**src/rtl/pllcfg_pkg.sv**
```systemverilog
package pllcfg_pkg;

    localparam int REG_W    = 32;
    localparam int SRC_W    = 2;
    localparam int RNG_W    = 2;
    localparam int PRE_W    = 4;
    localparam int BST_W    = 4;
    localparam int NUM_OUT  = 3;
    localparam int OUT_R    = 2;
    localparam int BST_MAX  = 8;

    localparam int SRC_LSB  = 0;
    localparam int RNG_LSB  = 2;
    localparam int FRAC_BIT = 4;
    localparam int PRE_LSB  = 8;
    localparam int BST_LSB  = 12;
    localparam int OEN_LSB  = 16;

    localparam int PRE_RATIO_W = PRE_W + 1;
    localparam int BST_RATIO_W = $clog2(2 * BST_MAX + 1);
    localparam logic [RNG_W-1:0] RNG_HIGH_CODE = '1;

    typedef enum logic [SRC_W-1:0] {
        SRC_NONE  = 2'd0,
        SRC_OSC_A = 2'd1,
        SRC_OSC_B = 2'd2,
        SRC_OSC_C = 2'd3
    } src_e;

    typedef struct packed {
        logic [NUM_OUT-1:0] oen;
        logic [BST_W-1:0]   bst;
        logic [PRE_W-1:0]   pre;
        logic               frac_en;
        logic [RNG_W-1:0]   rng;
        src_e               src;
    } cfg_t;

    typedef struct packed {
        logic pll_on;
        logic pll_rdy;
        logic boost_mode;
        logic sysclk_sel;
    } status_t;

    typedef struct packed {
        logic               src;
        logic               rng;
        logic               frac;
        logic               pre;
        logic               bst;
        logic [NUM_OUT-1:0] oen_set;
        logic [NUM_OUT-1:0] oen_clr;
    } wperm_t;

    function automatic cfg_t word_to_cfg(input logic [REG_W-1:0] d);
        cfg_t c;
        c.src     = src_e'(d[SRC_LSB +: SRC_W]);
        c.rng     = d[RNG_LSB +: RNG_W];
        c.frac_en = d[FRAC_BIT];
        c.pre     = d[PRE_LSB +: PRE_W];
        c.bst     = d[BST_LSB +: BST_W];
        c.oen     = d[OEN_LSB +: NUM_OUT];
        return c;
    endfunction

    function automatic logic [REG_W-1:0] cfg_to_word(input cfg_t c);
        logic [REG_W-1:0] d;
        d = '0;
        d[SRC_LSB +: SRC_W]   = c.src;
        d[RNG_LSB +: RNG_W]   = c.rng;
        d[FRAC_BIT]           = c.frac_en;
        d[PRE_LSB +: PRE_W]   = c.pre;
        d[BST_LSB +: BST_W]   = c.bst;
        d[OEN_LSB +: NUM_OUT] = c.oen;
        return d;
    endfunction

    function automatic logic [PRE_RATIO_W-1:0] pre_ratio(input logic [PRE_W-1:0] code);
        return PRE_RATIO_W'(code) + PRE_RATIO_W'(1);
    endfunction

    function automatic logic [BST_RATIO_W-1:0] bst_ratio(input logic [BST_W-1:0] code);
        if (code == '0)
            return BST_RATIO_W'(1);
        else if (int'(code) <= BST_MAX)
            return BST_RATIO_W'(code) << 1;
        else
            return '0;
    endfunction

endpackage

```
**src/rtl/pllcfg_lock_ctrl.sv**
```systemverilog
module pllcfg_lock_ctrl
    import pllcfg_pkg::*;
(
    input  status_t st,
    output wperm_t  perm
);

    logic               idle_core;
    logic [NUM_OUT-1:0] clr_ok;

    assign idle_core = !st.pll_on && !st.pll_rdy;

    for (genvar i = 0; i < NUM_OUT; i++) begin : g_oen_rule
        if (i == OUT_R) begin : g_sys
            assign clr_ok[i] = !st.sysclk_sel;
        end else begin : g_free
            assign clr_ok[i] = 1'b1;
        end
    end

    always_comb begin
        perm.src     = !st.pll_on;
        perm.rng     = 1'b1;
        perm.frac    = 1'b1;
        perm.pre     = idle_core;
        perm.bst     = idle_core && !st.boost_mode;
        perm.oen_set = '1;
        perm.oen_clr = clr_ok;
    end

endmodule

```
**src/rtl/pllcfg_field_store.sv**
```systemverilog
module pllcfg_field_store
    import pllcfg_pkg::*;
(
    input  logic   clk,
    input  logic   rst,
    input  logic   we,
    input  cfg_t   wr_cfg,
    input  wperm_t perm,
    input  logic   sysclk_sel,
    output cfg_t   cfg
);

    src_e               src_q;
    logic [RNG_W-1:0]   rng_q;
    logic               frac_q;
    logic [PRE_W-1:0]   pre_q;
    logic [BST_W-1:0]   bst_q;
    logic [NUM_OUT-1:0] oen_q;

    always_ff @(posedge clk) begin
        if (rst) begin
            src_q  <= SRC_NONE;
            rng_q  <= '0;
            frac_q <= 1'b0;
            pre_q  <= '0;
            bst_q  <= '0;
        end else if (we) begin
            if (perm.src)  src_q  <= wr_cfg.src;
            if (perm.rng)  rng_q  <= wr_cfg.rng;
            if (perm.frac) frac_q <= wr_cfg.frac_en;
            if (perm.pre)  pre_q  <= wr_cfg.pre;
            if (perm.bst)  bst_q  <= wr_cfg.bst;
        end
    end

    for (genvar i = 0; i < NUM_OUT; i++) begin : g_oen
        always_ff @(posedge clk) begin
            if (rst)
                oen_q[i] <= 1'b0;
            else if (we) begin
                if (wr_cfg.oen[i] && perm.oen_set[i])
                    oen_q[i] <= 1'b1;
                else if (!wr_cfg.oen[i] && perm.oen_clr[i])
                    oen_q[i] <= 1'b0;
            end
        end
    end

    always_comb begin
        cfg.src     = src_q;
        cfg.rng     = rng_q;
        cfg.frac_en = frac_q;
        cfg.pre     = pre_q;
        cfg.bst     = bst_q;
        cfg.oen     = oen_q;
    end

    // source frozen while the PLL runs
    a_r3_src_locked: assert property (@(posedge clk) disable iff (rst)
        (we && perm.src == 1'b0) |=> $stable(src_q));

    // input prescaler frozen unless core is idle
    a_r4_pre_locked: assert property (@(posedge clk) disable iff (rst)
        (we && !perm.pre) |=> $stable(pre_q));

    // booster prescaler frozen unless core idle and booster off
    a_r5_bst_locked: assert property (@(posedge clk) disable iff (rst)
        (we && !perm.bst) |=> $stable(bst_q));

    // R enable survives a clear while it feeds the system clock
    a_r9_r_kept: assert property (@(posedge clk) disable iff (rst)
        (we && sysclk_sel && oen_q[OUT_R] && !wr_cfg.oen[OUT_R]) |=> oen_q[OUT_R]);

endmodule

```
**src/rtl/pllcfg_frac_strobe.sv**
```systemverilog
module pllcfg_frac_strobe (
    input  logic clk,
    input  logic rst,
    input  logic we,
    input  logic allow,
    input  logic wr_bit,
    input  logic cur_bit,
    output logic load
);

    logic rise;

    assign rise = we && allow && wr_bit && !cur_bit;

    always_ff @(posedge clk) begin
        if (rst)
            load <= 1'b0;
        else
            load <= rise;
    end

    // the strobe never lasts two cycles
    a_r7_one_cycle: assert property (@(posedge clk) disable iff (rst)
        load |=> !load);

    // during the strobe the latch enable is already set
    a_r7_level_set: assert property (@(posedge clk) disable iff (rst)
        load |-> cur_bit);

endmodule

```
**src/rtl/pllcfg_guard_reg.sv**
```systemverilog
module pllcfg_guard_reg
    import pllcfg_pkg::*;
(
    input  logic                   clk,
    input  logic                   rst,
    input  logic                   wr_en,
    input  logic [REG_W-1:0]       wr_data,
    output logic [REG_W-1:0]       rd_data,
    input  logic                   st_pll_on,
    input  logic                   st_pll_rdy,
    input  logic                   st_boost_mode,
    input  logic                   st_sysclk_sel,
    output logic [SRC_W-1:0]       ref_src,
    output logic                   range_hi,
    output logic [PRE_RATIO_W-1:0] pre_div_ratio,
    output logic [BST_RATIO_W-1:0] boost_div_ratio,
    output logic                   frac_load,
    output logic                   out_en_p,
    output logic                   out_en_q,
    output logic                   out_en_r
);

    status_t st;
    wperm_t  perm;
    cfg_t    wr_cfg;
    cfg_t    cfg;

    assign st     = '{pll_on: st_pll_on, pll_rdy: st_pll_rdy,
                      boost_mode: st_boost_mode, sysclk_sel: st_sysclk_sel};
    assign wr_cfg = word_to_cfg(wr_data);

    pllcfg_lock_ctrl u_lock (
        .st   (st),
        .perm (perm)
    );

    pllcfg_field_store u_store (
        .clk        (clk),
        .rst        (rst),
        .we         (wr_en),
        .wr_cfg     (wr_cfg),
        .perm       (perm),
        .sysclk_sel (st_sysclk_sel),
        .cfg        (cfg)
    );

    pllcfg_frac_strobe u_frac (
        .clk     (clk),
        .rst     (rst),
        .we      (wr_en),
        .allow   (perm.frac),
        .wr_bit  (wr_cfg.frac_en),
        .cur_bit (cfg.frac_en),
        .load    (frac_load)
    );

    assign rd_data         = cfg_to_word(cfg);
    assign ref_src         = cfg.src;
    assign range_hi        = (cfg.rng == RNG_HIGH_CODE);
    assign pre_div_ratio   = pre_ratio(cfg.pre);
    assign boost_div_ratio = bst_ratio(cfg.bst);
    assign out_en_p        = cfg.oen[0];
    assign out_en_q        = cfg.oen[1];
    assign out_en_r        = cfg.oen[OUT_R];

    // P and Q enables follow every write
    a_r8_pq_follow: assert property (@(posedge clk) disable iff (rst)
        wr_en |=> (out_en_p == $past(wr_data[OEN_LSB]))
               && (out_en_q == $past(wr_data[OEN_LSB+1])));

    // range field is always written
    a_r6_rng_follow: assert property (@(posedge clk) disable iff (rst)
        wr_en |=> (rd_data[RNG_LSB +: RNG_W] == $past(wr_data[RNG_LSB +: RNG_W])));

endmodule

```
**config.mk**
```make
export PLATFORM = sky130hd
export DESIGN_NAME = pllcfg_guard_reg
export DESIGN_NICKNAME = d
export VERILOG_FILES = /design/src/rtl/pllcfg_pkg.sv /design/src/rtl/pllcfg_lock_ctrl.sv /design/src/rtl/pllcfg_field_store.sv /design/src/rtl/pllcfg_frac_strobe.sv /design/src/rtl/pllcfg_guard_reg.sv
export SDC_FILE = /design/constraint.sdc
export NUM_CORES = 1
export LEC_CHECK = 0
export BUFFER_PORTS_ARGS = -buffer_cell sky130_fd_sc_hd__buf_2
export CAP_MARGIN = 20
export CORE_MARGIN = 2
export CORE_UTILIZATION = 30
export CTS_BUF_LIST = sky130_fd_sc_hd__clkbuf_2
export CTS_CLUSTER_SIZE = 10
export DETAILED_ROUTE_END_ITERATION = 8
export HOLD_SLACK_MARGIN = 0.06
export PLACE_DENSITY = 0.82
export SETUP_SLACK_MARGIN = 0.02
export SYNTH_ARGS = -nofsm -noshare
export SYNTH_HDL_FRONTEND = slang
export SYNTH_SLANG_ARGS = --single-unit
```
**constraint.sdc**
```tcl
create_clock -name clk -period 1.12 [get_ports clk]
set_clock_uncertainty 0.2 [all_clocks]
set_input_delay 0.112 -clock clk [delete_from_list [all_inputs] [get_ports clk]]
set_output_delay 0.112 -clock clk [all_outputs]
set_load 0.02 [all_outputs]
```
==> results.md <==
* Most frequent cells in the layout: 33 x buf_6, 22 x buf_2, 17 x dlygate4sd3_1
* Non-filler instance count after layout at 205
* Die Span Y at approximately 59 µm
* Hpwl dp at approximately 1600 µm
* Hold buffers post-CTS at 17
* Wire length per cell at between 10 and 15 µm
* WP data required at slightly above 800 ps
* Clk slew on worst S/H paths at about 160 ps
* CP Class: register to output port
* FF+latch count, synth at 17
* Total grt overflow at 0
* I/O Buffers at 55
* Power density over cell area at around 760 nW/µm²
* Final worst slack at -341 ps
* Main synth FF type: dfxtp_1
* Placed Cells incl. Taps at around 180
* Async SR Flop Fraction at 0%
* CP endpoint kind: output port
* Pin count of the biggest net entering global routing at 18
* Maxcap violations at 0
* Leakage power at around 0.8 nW
* Worst Setup Start Kind: register
* Pre-CTS WS at -146 ps
* Max Clock Freq at approximately 0.68 GHz
* Initial Util at 32.1%
* Hold_sp: rst
* Core region area at roughly 2800 µm²
* CTS tree: yes
* First-pass GRT wire length at 3950 µm
* Area taken by multi-input logic gates at approximately 550 µm²
* Area contributors post-synth: dfxtp_1 38%, buf_4 19%, mux2i_1 15%
* Largest area contributor in the synthesized netlist: dfxtp_1
* Sequential cell area at 382 µm²
* Worst Hold Class: input port to register
* Final period utilization at 130%
* Hold Fails Final Rpt at 9
* GPL Wtd Cong at around 0.72
* Sequential area share after synthesis at a little under two fifths
* Number of global-route vias before repair at ~840
* Worst skew pair latency at roughly 280 ps
* Drt drc at 0
* Grt met2 use at 28.3%
* First-pass DRT Iterations at 3
* Yosys cell types at 22
* Initial drt markers at 16
* Total detailed-routing wirelength at approximately 2500 µm
* NumNets Final at 215
* Tmin final at around 1500 ps
* Die footprint at 3430 µm²
* GR Util met3 at under 10%
* Cells after synthesis at 95
* CTS max path bufs at 2
* Clock root buffer: clkbuf_2
* Initial antenna violation count at 0
* Met1 Use GR at 16.7%
* Crit path from: u_store.pre_q[0]
* H-tree depth at 1
* Unrepaired setup endpoints after global routing: yes
* Via Count at 880
* Arr. time, crit path at around 1200 ps
* Synth-to-Final Area Change at 100%
* Die W at ~59 µm
* Sink Count at 17
* Final instance area at roughly 1800 µm²
* Failing checks: negative hold slack, negative setup slack
* Antenna Cells at 0
* IO Count at between 80 and 90
* Post-synth EDFFs at 0
* R2R setup slack at about 80 ps
* GRT Overall Usage at between 15 and 20%
* Vias per inst at between 4 and 5
* Antenna Nets Post-Route at 0
* Worst VDD drop at 0.000542 V
* Mapped cell area at just under 900 µm²
* Total Power at around 0.0014 W
* Crit-path max FO at 3
* Share of cells above drive strength 1 at between 50% and 60%
* Total CTS buffers at 3
* Hold_ws at -9.17 ps
* Final Setup Violations at 21
* Max Transition Viols Final at 0
* Status: finished, violations left
* GR peak layer: met2
* FF-to-FF Start: u_store.pre_q[0]
* Commonest non-fill, non-tap cell in the layout: buf_6
* Top cell type's share of synthesized area at between 30% and 40%
* Mean area per synthesized cell at 9.40 µm²
* Ys Warns at 0
* Dpl cell area at 1260 µm²
* Final Core Density at 64.3%
* Fill count at ~220
* Cell Rows at 19
## power breakdown
group / internal [W] / switching (W) / leakage, nW
combinational: 0.000229 / 0.000208 / 0.659
clock: 0.0000947 / 0.000178 / 0.0166
sequential: 0.000621 / 0.0000325 / 0.149
## sequential cells by signal (all words and copies together) (netlist names)
name            cells
u_store.rng_q       2
u_store.src_q       2
u_store.bst_q       4
u_store.pre_q       4
u_store.frac_q      1
u_frac.load         1
u_store.cfg         3
## metrics by stage
step                TNS, ps  hold WS, ps
finish                -3590        -9.17
global route          -5010        -20.4
CTS                   -3760        -24.9
detailed placement     -941          156
global placement       -840          146
floorplan             -24.6         48.0
## worst paths after layout
| path | to | depth (start not counted) |
|---|---|---|
| worst max-delay path | pre_div_ratio[4] | 3 |
| worst min-delay path | u_store.frac_q | 2 |
| worst max register to register | u_store.pre_q[0] | 3 |
| worst min register to register | u_store.cfg[15] | 2 |
## routing by layer
metal  vias to the layer above  share of wire (%)
li1                        435                  -
met1                       396                 38
met2                        47                 53
met3                         2                7.7
met4                         0                1.1
met5                         -                  0
## kinds of logic after synthesis
group           count (synthesis)  synth area share (%)
simple gates                   28                  19.2
buf+inv                        27                  21.0
flops                          17                  38.1
mux                            13                  14.6
compound gates                  6                  3.36
xor+xnor                        2                  1.96
fa+ha+maj                       1                  1.40
other cells                     1                 0.420
## critical path, cell delays in order (launching register included)
cell,delay [ps]
dfxtp_4,410
ha_4,170
and3_4,180
buf_6,110
## layout make-up
cell class              instances  share of cell area [%]
repair buffers                 85                    44.2
clock buffers                   4                    1.12
inverters                       2                   0.420
multi-input cells              66                    30.8
flip-flops and latches         17                    21.3
well taps                      31                    2.17
## cell usage after synthesis, drive strengths merged, types with 2 or more instances
| cell type | instances |
|---|---|
| mux2i | 13 |
| dfxtp | 17 |
| nor2b | 3 |
| clkbuf | 2 |
| buf | 23 |
| a21oi | 3 |
| nor4b | 3 |
| inv | 2 |
| o21ai | 3 |
| nor2 | 13 |
| nand2 | 3 |
## timing repair
item                                    in CTS  in global routing
setup buffers                                3                  3
endpoints found under the hold margin       17                 17
pin swaps                                    3                  2
endpoints found under the setup margin      32                 35
resized for setup                           83                  7
Note: power is estimated with default switching activity, not from simulation.
